<file path="src/rtl/tlm_pkg.sv">
package tlm_pkg;
   localparam logic [7:0] MARK_B    = 8'hBE;
   localparam logic [7:0] ESC_B     = 8'hBD;
   localparam logic [7:0] STUF_ESC  = 8'h00;
   localparam logic [7:0] STUF_MARK = 8'h01;
   localparam logic [7:0] TYP_PPS   = 8'h14;
   localparam logic [7:0] TYP_FRQ   = 8'h15;
   localparam int SEQ_BYTES = 8;
   localparam int SEQ_W     = SEQ_BYTES * 8;
   localparam int LEN_W     = $clog2(SEQ_BYTES + 1);
   localparam int PPS_W     = 40;
   localparam int FRQ_W     = 48;
endpackage

</file>
<file path="src/rtl/tlm_fifo.sv">
module tlm_fifo #(
   parameter int DEPTH = 16,
   parameter int W     = 8
) (
   input  logic         clk,
   input  logic         rst_n,
   input  logic         wr,
   input  logic [W-1:0] wdata,
   input  logic         rd,
   output logic [W-1:0] rdata,
   output logic         empty,
   output logic         ovf
);
   localparam int AW = (DEPTH > 1) ? $clog2(DEPTH) : 1;
   localparam int CW = $clog2(DEPTH + 1);

   if (DEPTH < 2) begin : g_bad_depth
      $error("tlm_fifo: DEPTH must be at least 2");
   end
   if (W < 1) begin : g_bad_width
      $error("tlm_fifo: W must be positive");
   end

   logic [W-1:0]  mem [DEPTH];
   logic [AW-1:0] wptr, rptr, wptr_nx, rptr_nx;
   logic [CW-1:0] cnt;
   logic          full, push, pop;

   assign full  = (cnt == CW'(DEPTH));
   assign empty = (cnt == '0);
   assign push  = wr && !full;
   assign pop   = rd && !empty;
   assign rdata = mem[rptr];

   if ((1 << AW) == DEPTH) begin : g_pow2
      assign wptr_nx = wptr + 1'b1;
      assign rptr_nx = rptr + 1'b1;
   end else begin : g_wrap
      assign wptr_nx = (wptr == AW'(DEPTH - 1)) ? '0 : wptr + 1'b1;
      assign rptr_nx = (rptr == AW'(DEPTH - 1)) ? '0 : rptr + 1'b1;
   end

   always_ff @(posedge clk) begin
      if (push) mem[wptr] <= wdata;
   end

   always_ff @(posedge clk) begin
      if (!rst_n) begin
         wptr <= '0;
         rptr <= '0;
         cnt  <= '0;
         ovf  <= 1'b0;
      end else begin
         if (push) wptr <= wptr_nx;
         if (pop)  rptr <= rptr_nx;
         case ({push, pop})
            2'b10:   cnt <= cnt + 1'b1;
            2'b01:   cnt <= cnt - 1'b1;
            default: cnt <= cnt;
         endcase
         if (wr && full) ovf <= 1'b1;
      end
   end

   a_r9_cnt_bound: assert property (@(posedge clk) disable iff (!rst_n)
      cnt <= CW'(DEPTH));
   a_r9_ovf_sticky: assert property (@(posedge clk) disable iff (!rst_n)
      ovf |=> ovf);
   a_r9_drop_sets_ovf: assert property (@(posedge clk) disable iff (!rst_n)
      (wr && full) |=> ovf);
   a_r9_full_no_grow: assert property (@(posedge clk) disable iff (!rst_n)
      full |=> cnt <= $past(cnt));
endmodule

</file>
<file path="src/rtl/tlm_req_hold.sv">
module tlm_req_hold #(
   parameter int W = 40
) (
   input  logic         clk,
   input  logic         rst_n,
   input  logic         stb,
   input  logic [W-1:0] din,
   input  logic         take,
   output logic         pend,
   output logic [W-1:0] dout
);
   if (W < 1) begin : g_bad_width
      $error("tlm_req_hold: W must be positive");
   end

   always_ff @(posedge clk) begin
      if (!rst_n) begin
         pend <= 1'b0;
         dout <= '0;
      end else begin
         pend <= stb | (pend & ~take);
         if (stb) dout <= din;
      end
   end

   a_r7_take_needs_pend: assert property (@(posedge clk) disable iff (!rst_n)
      take |-> pend);
   a_r7_stb_pends: assert property (@(posedge clk) disable iff (!rst_n)
      stb |=> pend);
endmodule

</file>
<file path="src/rtl/tlm_seq.sv">
module tlm_seq
   import tlm_pkg::*;
(
   input  logic             clk,
   input  logic             rst_n,
   input  logic             mark_stb,
   input  logic             pps_pend,
   input  logic [PPS_W-1:0] pps_data,
   input  logic             frq_pend,
   input  logic [FRQ_W-1:0] frq_data,
   input  logic             blank,
   input  logic             fifo_empty,
   input  logic [7:0]       fifo_data,
   input  logic             out_rdy,
   output logic             pps_take,
   output logic             frq_take,
   output logic             fifo_pop,
   output logic             out_vld,
   output logic [7:0]       out_byte
);
   logic [SEQ_W-1:0] shreg, load_val;
   logic [LEN_W-1:0] left, load_len;
   logic             idle, mark_pend, mark_take, any_take;

   assign idle      = (left == '0);
   assign mark_take = idle && mark_pend;
   assign pps_take  = idle && !mark_pend && pps_pend;
   assign frq_take  = idle && !mark_pend && !pps_pend && frq_pend;
   assign fifo_pop  = idle && !mark_pend && !pps_pend && !frq_pend
                      && !blank && !fifo_empty;
   assign any_take  = mark_take | pps_take | frq_take | fifo_pop;

   always_comb begin
      load_val = '0;
      load_len = '0;
      if (mark_take) begin
         load_val = {MARK_B, {(SEQ_W-8){1'b0}}};
         load_len = LEN_W'(1);
      end else if (pps_take) begin
         load_val = {ESC_B, TYP_PPS, pps_data, {(SEQ_W-16-PPS_W){1'b0}}};
         load_len = LEN_W'(2 + PPS_W/8);
      end else if (frq_take) begin
         load_val = {ESC_B, TYP_FRQ, frq_data};
         load_len = LEN_W'(2 + FRQ_W/8);
      end else if (fifo_pop) begin
         if (fifo_data == ESC_B) begin
            load_val = {ESC_B, STUF_ESC, {(SEQ_W-16){1'b0}}};
            load_len = LEN_W'(2);
         end else if (fifo_data == MARK_B) begin
            load_val = {ESC_B, STUF_MARK, {(SEQ_W-16){1'b0}}};
            load_len = LEN_W'(2);
         end else begin
            load_val = {fifo_data, {(SEQ_W-8){1'b0}}};
            load_len = LEN_W'(1);
         end
      end
   end

   always_ff @(posedge clk) begin
      if (!rst_n) begin
         shreg     <= '0;
         left      <= '0;
         mark_pend <= 1'b0;
      end else begin
         mark_pend <= mark_stb | (mark_pend & ~mark_take);
         if (idle) begin
            if (any_take) begin
               shreg <= load_val;
               left  <= load_len;
            end
         end else if (out_rdy) begin
            shreg <= shreg << 8;
            left  <= left - 1'b1;
         end
      end
   end

   assign out_vld  = !idle;
   assign out_byte = shreg[SEQ_W-1 -: 8];

   a_r10_hold: assert property (@(posedge clk) disable iff (!rst_n)
      (out_vld && !out_rdy) |=> (out_vld && $stable(out_byte)));
   a_r7_one_source: assert property (@(posedge clk) disable iff (!rst_n)
      $onehot0({mark_take, pps_take, frq_take, fifo_pop}));
   a_r7_no_split: assert property (@(posedge clk) disable iff (!rst_n)
      out_vld |-> !(pps_take || frq_take || fifo_pop));
   a_r8_blank_hold: assert property (@(posedge clk) disable iff (!rst_n)
      blank |-> !fifo_pop);
   a_r2_mark_next: assert property (@(posedge clk) disable iff (!rst_n)
      mark_take |=> (out_vld && out_byte == MARK_B));
   a_r5_pps_head: assert property (@(posedge clk) disable iff (!rst_n)
      pps_take |=> (out_vld && out_byte == ESC_B));
endmodule

</file>
<file path="src/rtl/tlm_stream_enc.sv">
module tlm_stream_enc
   import tlm_pkg::*;
#(
   parameter int FIFO_DEPTH = 16
) (
   input  logic        clk,
   input  logic        rst_n,
   input  logic        uart_vld,
   input  logic [7:0]  uart_data,
   input  logic        mark_stb,
   input  logic        pps_stb,
   input  logic [31:0] pps_ts,
   input  logic [7:0]  pps_dly,
   input  logic        frq_stb,
   input  logic [31:0] frq_err,
   input  logic [15:0] frq_set,
   input  logic        blank,
   input  logic        out_rdy,
   output logic        out_vld,
   output logic [7:0]  out_byte,
   output logic        uart_ovf
);
   if (FIFO_DEPTH < 2) begin : g_bad_depth
      $error("tlm_stream_enc: FIFO_DEPTH must be at least 2");
   end

   logic             pps_pend, frq_pend, pps_take, frq_take;
   logic [PPS_W-1:0] pps_hold;
   logic [FRQ_W-1:0] frq_hold;
   logic             fifo_empty, fifo_pop;
   logic [7:0]       fifo_data;

   tlm_fifo #(.DEPTH(FIFO_DEPTH), .W(8)) u_fifo (
      .clk(clk), .rst_n(rst_n), .wr(uart_vld), .wdata(uart_data),
      .rd(fifo_pop), .rdata(fifo_data), .empty(fifo_empty), .ovf(uart_ovf)
   );

   tlm_req_hold #(.W(PPS_W)) u_pps_hold (
      .clk(clk), .rst_n(rst_n), .stb(pps_stb), .din({pps_ts, pps_dly}),
      .take(pps_take), .pend(pps_pend), .dout(pps_hold)
   );

   tlm_req_hold #(.W(FRQ_W)) u_frq_hold (
      .clk(clk), .rst_n(rst_n), .stb(frq_stb), .din({frq_err, frq_set}),
      .take(frq_take), .pend(frq_pend), .dout(frq_hold)
   );

   tlm_seq u_seq (
      .clk(clk), .rst_n(rst_n), .mark_stb(mark_stb),
      .pps_pend(pps_pend), .pps_data(pps_hold),
      .frq_pend(frq_pend), .frq_data(frq_hold),
      .blank(blank), .fifo_empty(fifo_empty), .fifo_data(fifo_data),
      .out_rdy(out_rdy), .pps_take(pps_take), .frq_take(frq_take),
      .fifo_pop(fifo_pop), .out_vld(out_vld), .out_byte(out_byte)
   );

   a_r1_idle_after_reset: assert property (@(posedge clk)
      !rst_n |=> (!out_vld && !uart_ovf));
endmodule

</file>
<file path="config.mk">
export PLATFORM = sky130hd
export DESIGN_NAME = tlm_stream_enc
export DESIGN_NICKNAME = d
export VERILOG_FILES = /design/src/rtl/tlm_pkg.sv /design/src/rtl/tlm_fifo.sv /design/src/rtl/tlm_req_hold.sv /design/src/rtl/tlm_seq.sv /design/src/rtl/tlm_stream_enc.sv
export SDC_FILE = /design/constraint.sdc
export NUM_CORES = 1
export LEC_CHECK = 0
export CAP_MARGIN = 0
export CORE_ASPECT_RATIO = 1.25
export CORE_MARGIN = 1
export CORE_UTILIZATION = 64
export CTS_BUF_LIST = sky130_fd_sc_hd__clkbuf_4 sky130_fd_sc_hd__clkbuf_8
export CTS_CLUSTER_SIZE = 28
export DETAILED_ROUTE_END_ITERATION = 10
export GPL_TIMING_DRIVEN = 0
export PLACE_DENSITY_LB_ADDON = 0.15
export SLEW_MARGIN = 20
export SYNTH_ARGS = -nofsm -noshare
export SYNTH_HDL_FRONTEND = slang
export SYNTH_SLANG_ARGS = --single-unit
</file>
<file path="constraint.sdc">
create_clock -name clk -period 9.3 [get_ports clk]
set_input_delay 1.86 -clock clk [delete_from_list [all_inputs] [get_ports clk]]
set_output_delay 1.86 -clock clk [all_outputs]
set_load 0.02 [all_outputs]
</file>
; ---- Yosys cells after proc, flatten, opt, wreduce, memory -nomap -nowiden
; Memories as Yosys holds them, arrays and structs flattened. A register that Yosys moved wholly into a read port is not among the register bits.
; Cells that the tools add are included.
; Widths: inputs -> output; s select.
[classes]
add_sub_neg = 5
n_mul = 0
n_div = 0
n_lt_le_gt_ge = 0
eq_ne = 6
shift = 0
muxes = 23
n_bitwise = 12
n_reduce_logical = 23
[op_table]
columns = cell, n
row1 = $mux 64, 9
row2 = $mux 4, 10
row3 = $eq 8x8->1 const B, 2
row4 = $logic_and 1x1->1, 11
row5 = $pmux 5 s2, 1
row6 = $add 4x1->4 const B, 2
row7 = $logic_not 1->1, 7
row8 = $or 1x1->1, 6
row9 = $add 5x1->5 const B, 1
row10 = $eq 5x5->1 const B, 1
row11 = $logic_not 5->1, 1
row12 = $sub 5x1->5 const B, 1
row13 = $logic_not 4->1, 1
row14 = $reduce_bool 2->1, 2
row15 = $sub 4x1->4 const B, 1
row16 = $and 1x1->1, 3
row17 = $not 1->1, 3
row18 = $eq 2x1->1 const B, 1
row19 = $eq 2x2->1 const B, 1
row20 = $mux 1, 2
row21 = $mux 2, 1
row22 = $ne 2x2->1 const B, 1
row23 = $reduce_and 2->1, 1
[totals]
regBits = 173
latchBits = 0
ram_bits = 128
mem_bits_ro = 0
input_bits = 104
output_inout_bits = 10
mem_count = 1
[mem_list]
columns = memory, words, word_bits, read_ports, rd_clocked_by_memory_dff, write_ports, line
row1 = u_fifo.mem, 16, 8, 1, 1, 1, tlm_fifo.sv:24  ; logic [W-1:0] mem [DEPTH];

; ---- Longest topological paths before layout
; Gate-level depths: netlist of the first run.
[logic_depth]
word_depth = 12
ltp_mapped = 17
ltp_nobuf = 16

; ---- Modules after synthesis
; From an unflattened synthesis of the first run, not the netlist that was laid out.
[hier_totals]
hier_cells = 1104
area_unflattened_um2 = 13012.5
[modules_own_cells]
columns = module, instances, cells_each, area_per_inst_um2, seq_area_each_um2
row1 = tlm_fifo, 1, 333, 5905.7, 4204.0
row2 = tlm_seq, 1, 481, 3654.8, 1381.3
row3 = tlm_req_hold (u_frq_hold), 1, 158, 1860.5, 980.9
row4 = tlm_req_hold (u_pps_hold), 1, 132, 1591.5, 820.8

; ---- Least setup slack after synthesis of the first run
; Ideal clock, no wire load.
[synth_timing]
path_type = input to register
start = in blank
end = reg u_fifo.cnt[2]
arrival_ps = 3757
required_ps = 9185
path_slack_ps = 5428
stages = 12
path_buffers = 1
path_cell_list = nor2_1 -> o211ai_2 -> inv_2 -> buf_4 -> nand2_1 -> xnor2_1 -> ha_1 -> a21o_1 -> nand3_1 -> or3b_2 -> xnor2_1 -> and2_1
[synth_between]
elab_chain_len = 6
[synth_lines]
columns = element, line
row1 = from (decl), tlm_stream_enc.sv:17  ; input logic blank,
row2 = $logic_not 1->1 *, tlm_seq.sv:30  ; && !blank && !fifo_empty;
row3 = $logic_and 1x1->1 * (2 in series), tlm_seq.sv:30
row4 = $logic_and 1x1->1 *, tlm_fifo.sv:32  ; assign pop = rd && !empty;
row5 = $eq 2x1->1 / $eq 2x2->1 (equally long branches), tlm_fifo.sv:56  ; case ({push, pop})
row6 = $pmux 5 s2 / $reduce_bool 2->1 (equally long branches), n/a
row7 = to (signal assigned), tlm_fifo.sv:57  ; 2'b10: cnt <= cnt + 1'b1;
row8 = to (signal assigned), tlm_fifo.sv:58  ; 2'b01: cnt <= cnt - 1'b1;
row9 = to (signal assigned), tlm_fifo.sv:59  ; default: cnt <= cnt;
row10 = to (decl), tlm_fifo.sv:26  ; logic [CW-1:0] cnt;
; Every way passes the cells marked *; elsewhere a longest branch is shown, timed or not.
; A chain may end at the register's enable or synchronous reset.

; ---- Worst setup path after layout of the first run
[layout_timing]
start = reg u_seq.left[0]
end = out out_vld
[layout_between]
elab_chain_len = 2
[layout_lines]
columns = element, line
row1 = from (decl), tlm_seq.sv:22  ; logic [LEN_W-1:0] left, load_len;
row2 = from (signal assigned), tlm_seq.sv:69  ; left <= load_len;
row3 = from (signal assigned), tlm_seq.sv:73  ; left <= left - 1'b1;
row4 = $logic_not 4->1, tlm_seq.sv:25  ; assign idle = (left == '0);
row5 = $logic_not 1->1, tlm_seq.sv:78  ; assign out_vld = !idle;
row6 = to (decl), tlm_stream_enc.sv:19  ; output logic out_vld,
; Every way passes these cells.

==> reports/metrics.yaml, run 1 <==
async_flop_share_pct: 0
avgViaCountPerCell: 6.09
synthDominantCellAreaShare_pct: 30.8
crit_path_start_kind: "flip-flop"
syn_area_per_cell_um2: 13.0
hold_path_class: "flip-flop to flip-flop"
first_pass_iters: 9
ys_types: 58
cts_tree: "yes"
drtIter0Drc: 747
cap_violations: 0
drc: 0
report.final.slew_viol_count: 0
ant_nets: 0
rsz0062_at_grt: "no"
seqPwrFrac_pct: 41.8
relSlewSlack_pct: 44.4
clock.fmax_mhz: 213
ys.flop_type: "dfxtp_1"
vdd_ir_drop_max_uv: 164
p_leak_nw: 5.86
yosysMostFrequentCell: "dfxtp_1"
insertion_delay_ns: 0.55
finalHoldViolCount: 0
dieWidth_um: 127
worstSetupEndpointType: "output port"
worstPathArrival_ns: 2.83
syn_area_um2: 12500
clockRootBuffer: "clkbuf_8"
drt-total-wl_mm: 29.2
die_area_um2: 20100
synth-edff-count: 128
p_int_mw: 2.68
rows: 56
synth.top_cells.by_count: "177 x dfxtp_1, 128 x edfxtp_1, 110 x nor2b_1"
place_ws_ns: 4.43
clock_skew_ns: 0.0113
post-dp-hpwl_mm: 20.8
yosysWarningCount: 0
ys_top_cells_by_area: "edfxtp_1 31%, dfxtp_1 28%, mux2i_1 7.2%"
holdWs_ns: 0.498
initial_utilization_pct: 66.0
synthToLayoutAreaGrowth_pct: 18.9
period_minus_slack_ns: 4.69
post_cts_buffers: 0
min_path_cells: 2
num_antenna_cells: 0
cts_htree_levels: 2
p_sw_share_pct: 31.8
p_clk_share_pct: 28.5
cts_buffers: 46
cp.required_ns: 7.44
p_sw_mw: 1.25
ctsResizeCount: 0
die_h_um: 158
crit_fanout: 10
gp_congestion: 0.894
tns_ns: 0
synth_seq_cells: 305
clkSlewWorstSetupHoldPaths_ns: 0.06
setup_viol: 0
wl_per_cell_um: 21.1
pwr_density_cell_nw_per_um2: 265
io_buffers: 110
synth_top_area_cell: "edfxtp_1"
finalCritPeriodShare_pct: 50.4
cts_buffer_depth: 3
final.setup.worst_slack_ns: 4.61
ctsHoldBuffers: 0
grt_start_max_net_pins: 17
clock-sinks: 305
worstMarginPinSlew_ns: 0.834
syn_nets: 1074
finalNetCount: 1232
drive_above_1_share_pct: 13.0
grt_overflow: 0
pwr-share-comb_pct: 29.7
seq_area_frac_synth_pct: 59.2
num_vias: 8435
core_um2: 18900
grt_usage_pct: 29.9
antenna_found_initial: 0
top_level_ports: 114
worstSetupPathType: "flip-flop to output port"
worstRegToRegCells: 16
status: "completed"
grt_pass1_wl_mm: 45.3
syn_inst: 960
grt_pass1_vias: 8518
## worst paths after layout
kind	start	to	slack, ns
worst min-delay path	u_seq.left[2]	u_seq.left[2]	0.50
worst max-delay path	u_seq.left[0]	out_vld	4.61
worst min register to register	u_seq.left[2]	u_seq.left[2]	0.50
worst max register to register	u_seq.left[0]	u_fifo.cnt[2]	5.81
## critical path: stages (launching register included)
cell             delay, ns
dfxtp_1               0.34
inv_1                 0.07
ha_1                  0.19
nor3b_2               0.19
inv_2                 0.06
buf_2                 0.25
buf_1                 0.43
clkdlybuf4s50_1       0.74
## layout by cell type (no fill, tap or decap), types with 4 or more instances in the layout
master,count
a21oi_1,9
a221oi_1,5
a222oi_1,40
a22oi_1,27
a31oi_1,4
and2_1,13
buf_1,6
buf_2,8
buf_4,9
buf_6,10
clkbuf_1,52
clkbuf_4,13
clkbuf_8,53
clkdlybuf4s50_1,110
clkinv_1,8
clkinv_2,5
dfxtp_1,177
edfxtp_1,128
ha_1,10
inv_1,8
mux2i_1,90
mux4_2,32
nand2_1,70
nand3_1,6
nor2_1,24
nor2b_1,110
nor3_2,5
o211a_1,45
o21ai_0,11
or3_1,4
xnor2_1,9
## sequential cells by signal (all words and copies together) (netlist names), named ones only
| signal | cells |
|---|---|
| u_fifo.mem | 128 |
| u_seq.shreg | 64 |
| u_frq_hold.dout | 48 |
| u_pps_hold.dout | 40 |
| u_fifo.cnt | 5 |
| u_fifo.rptr | 4 |
| u_fifo.wptr | 4 |
| u_seq.left | 4 |
| u_fifo.ovf | 1 |
| u_frq_hold.pend | 1 |
| u_pps_hold.pend | 1 |
| u_seq.mark_pend | 1 |
## kinds of logic after synthesis
group	synth area share, %
adders and majority gates	1.00
xor gates and xnor gates	0.702
buffers and inverters	3.81
DFF	59.2
and+or+nand+nor	10.9
AOI/OAI and AO/OA	11.4
muxes	13.0
## power by group through the flow
| stage | clock network, mW | logic (mW) | registers, mW |
|---|---|---|---|
| after floorplan | 0 | 0.820 | 1.63 |
| after global placement | 0 | 1.13 | 1.66 |
| after detailed placement | 0 | 1.15 | 1.66 |
| after CTS | 1.13 | 1.16 | 1.64 |
| after global routing | 1.19 | 1.26 | 1.65 |
| final | 1.12 | 1.17 | 1.64 |
## area by class of cell
class / instances / area (µm²)
buffer: 85 / 438
clock buffer: 66 / 827
clock inverter: 16 / 123
fill: 1208 / 4070
inverter: 10 / 37.5
multi-input combinational: 560 / 4640
sequential: 305 / 7390
tap: 232 / 290
timing repair buffer: 110 / 1100
## through the flow
step           instances  total power, mW  util, %  area, µm²
4_1_cts             1384             3.93     78.4      14800
6_report            1384             3.93     78.5      14800
2_1_floorplan        960             2.45        -      12500
3_3_place_gp        1302             2.79     73.3      13900
5_1_grt             1384             4.11     78.5      14800
3_5_place_dp        1302             2.81     73.4      13900
## metal layers
metal	share of wire, %	track usage, %
met3	5.8	5.00
met4	3.7	13.5
met2	53	55.5
met5	0	0
met1	38	33.5
Note: power is estimated with default switching activity, not from simulation.
==> inputs of run 2 (changes only) <==
CORE_UTILIZATION = 59   (was 64)
clock period = 4.75 ns   (was 9.3 ns; I/O delays follow)
==> run 2 against run 1 <==
Final cell count is 3.0% higher. Register-to-register slack worse by 4.5 ns. Global-route usage is 2.6 points lower. Sequential share of layout area is 0.051 points lower. Wire length is 0.54% lower. Count of clock-buffer cells in the layout is 1 higher. Power is 94% higher. Core utilization is 7.1 points lower. Die area is 8.4% higher. First-iteration DRC count is 16% lower. Highest routed layer unchanged.
==> reports/metrics.yaml, run 2 (same netlist as run 1, synthesis figures left out) <==
finalCritPeriodShare_pct: 80.6
regMostFlops: "u_fifo.mem"
p_leak_nw: 5.85
synthToLayoutAreaGrowth_pct: 19.0
num_vias: 8334
utilization_pct: 71.4
hold_path_class: "flip-flop to flip-flop"
tns_ns: 0
max_stage_delay_ns: 0.75
clock-sinks: 305
drtIter0Drc: 629
num_antenna_cells: 0
setup_viol: 0
drt-total-wl_mm: 29.1
place_ws_ns: 1.06
crit_slowest_cell: "clkdlybuf4s50_1"
avgViaCountPerCell: 5.85
drive_above_1_share_pct: 13.3
rsz0062_at_grt: "no"
clock_skew_ns: 0.0238
regToRegSetupSlack_ns: 1.31
critPathBufInv: 5
report.final.slew_viol_count: 0
clockRootBuffer: "clkbuf_8"
worstSetupEndpointType: "output port"
die_h_um: 165
drc: 0
placed_area_um2: 13900
crit_fanout: 10
initial_utilization_pct: 60.0
rows: 59
worstSetupPathType: "flip-flop to output port"
status: "completed"
cts_buffer_depth: 3
ctsHoldBuffers: 0
multiInputGateArea_um2: 4640
gp_congestion: 0.916
grt_overflow: 0
grt_pass1_wl_mm: 45.0
final_cell_area_um2: 14900
grt_usage_pct: 27.2
top_level_ports: 114
die_area_um2: 21700
io_buffers: 110
relSlewSlack_pct: 34.9
period_minus_slack_ns: 3.83
pwr_density_cell_nw_per_um2: 512
worstMarginPinSlew_ns: 0.973
holdWs_ns: 0.501
cts_tree: "yes"
final_cell_mix: "177 x dfxtp_1, 128 x edfxtp_1, 110 x nor2b_1, 110 x clkdlybuf4s50_1, 90 x mux2i_1"
grt_pass1_vias: 8385
ctsResizeCount: 0
insertion_delay_ns: 0.57
cts_htree_levels: 2
cap_violations: 0
clock.fmax_mhz: 261
finalHoldViolCount: 0
ant_nets: 0
cp.required_ns: 3.80
vdd_ir_drop_max_uv: 374
cts_buffers: 47
first_pass_iters: 9
grt_start_max_net_pins: 17
crit_path_start_kind: "flip-flop"
dieWidth_um: 132
post_cts_buffers: 0
layout_commonest_cell: "dfxtp_1"
nFillCells: 1513
final.setup.worst_slack_ns: 0.923
post-dp-hpwl_mm: 20.4
worstPathArrival_ns: 2.88
antenna_found_initial: 0
wl_per_cell_um: 20.4
core_um2: 20800
clkSlewWorstSetupHoldPaths_ns: 0.06
largest_register_ffs: 128
finalNetCount: 1233
path_cells: "inv_1, ha_1, nor3b_2, inv_2, buf_2, buf_1, clkdlybuf4s50_1"
seq_area_um2: 7390
cp_top_family: "buffers and inverters"
reg.largest.list: "u_fifo.mem (128), u_seq.shreg (64), u_frq_hold.dout (48)"
## run 2: per-layer routing
layer	vias to the layer above	part of all wire, %	GRT usage, %
met1	4063	39	31.9
met2	301	52	50.3
met4	0	2.6	10.1
li1	3918	-	-
met3	52	5.8	4.42
met5	-	0	0
## run 2: final cells by class
type / instances / share of cell area (%)
flip-flops and latches: 305 / 49.7
multi-input cells: 560 / 31.2
repair buffers: 110 / 7.41
clock buffers: 67 / 5.49
plain buffers: 85 / 2.95
well taps: 274 / 2.31
clock inverters: 14 / 0.648
inverters: 10 / 0.253
## run 2: report_power, final
part | switching (mW) | internal, mW
Sequential | 0.179 | 3.03
Clock | 0.962 | 1.16
Combinational | 1.29 | 0.984
Total | 2.43 | 5.17
## run 2: metrics by stage
stage	std cells	total power, mW
after floorplan	960	4.80
after global placement	1344	5.47
after detailed placement	1344	5.50
after CTS	1425	7.62
after global routing	1425	7.97
final	1425	7.61
## run 2: final timing paths
check                  startpoint              end  cells after the start
setup reg to reg    u_seq.left[0]    u_fifo.cnt[2]                     16
hold / removal    u_seq.shreg[23]  u_seq.shreg[23]                      1
hold reg to reg   u_seq.shreg[23]  u_seq.shreg[23]                      1
setup / recovery    u_seq.left[1]          out_vld                      7
==> inputs of run 3 (changes only) <==
clock period = 3.7 ns   (was 4.75 ns; I/O delays follow)
==> results of run 3 <==
Same layout as run 2 (identical final DEF). Status: completed.
Among the figures that moved: setup slack after placement 1.06 ns -> 0.220 ns; setup slack after layout 0.923 ns -> 0.0830 ns; register-to-register setup slack 1.31 ns -> 0.26 ns; total power 7.61 mW -> 9.77 mW; worst IR drop on VDD 374 µV -> 480 µV
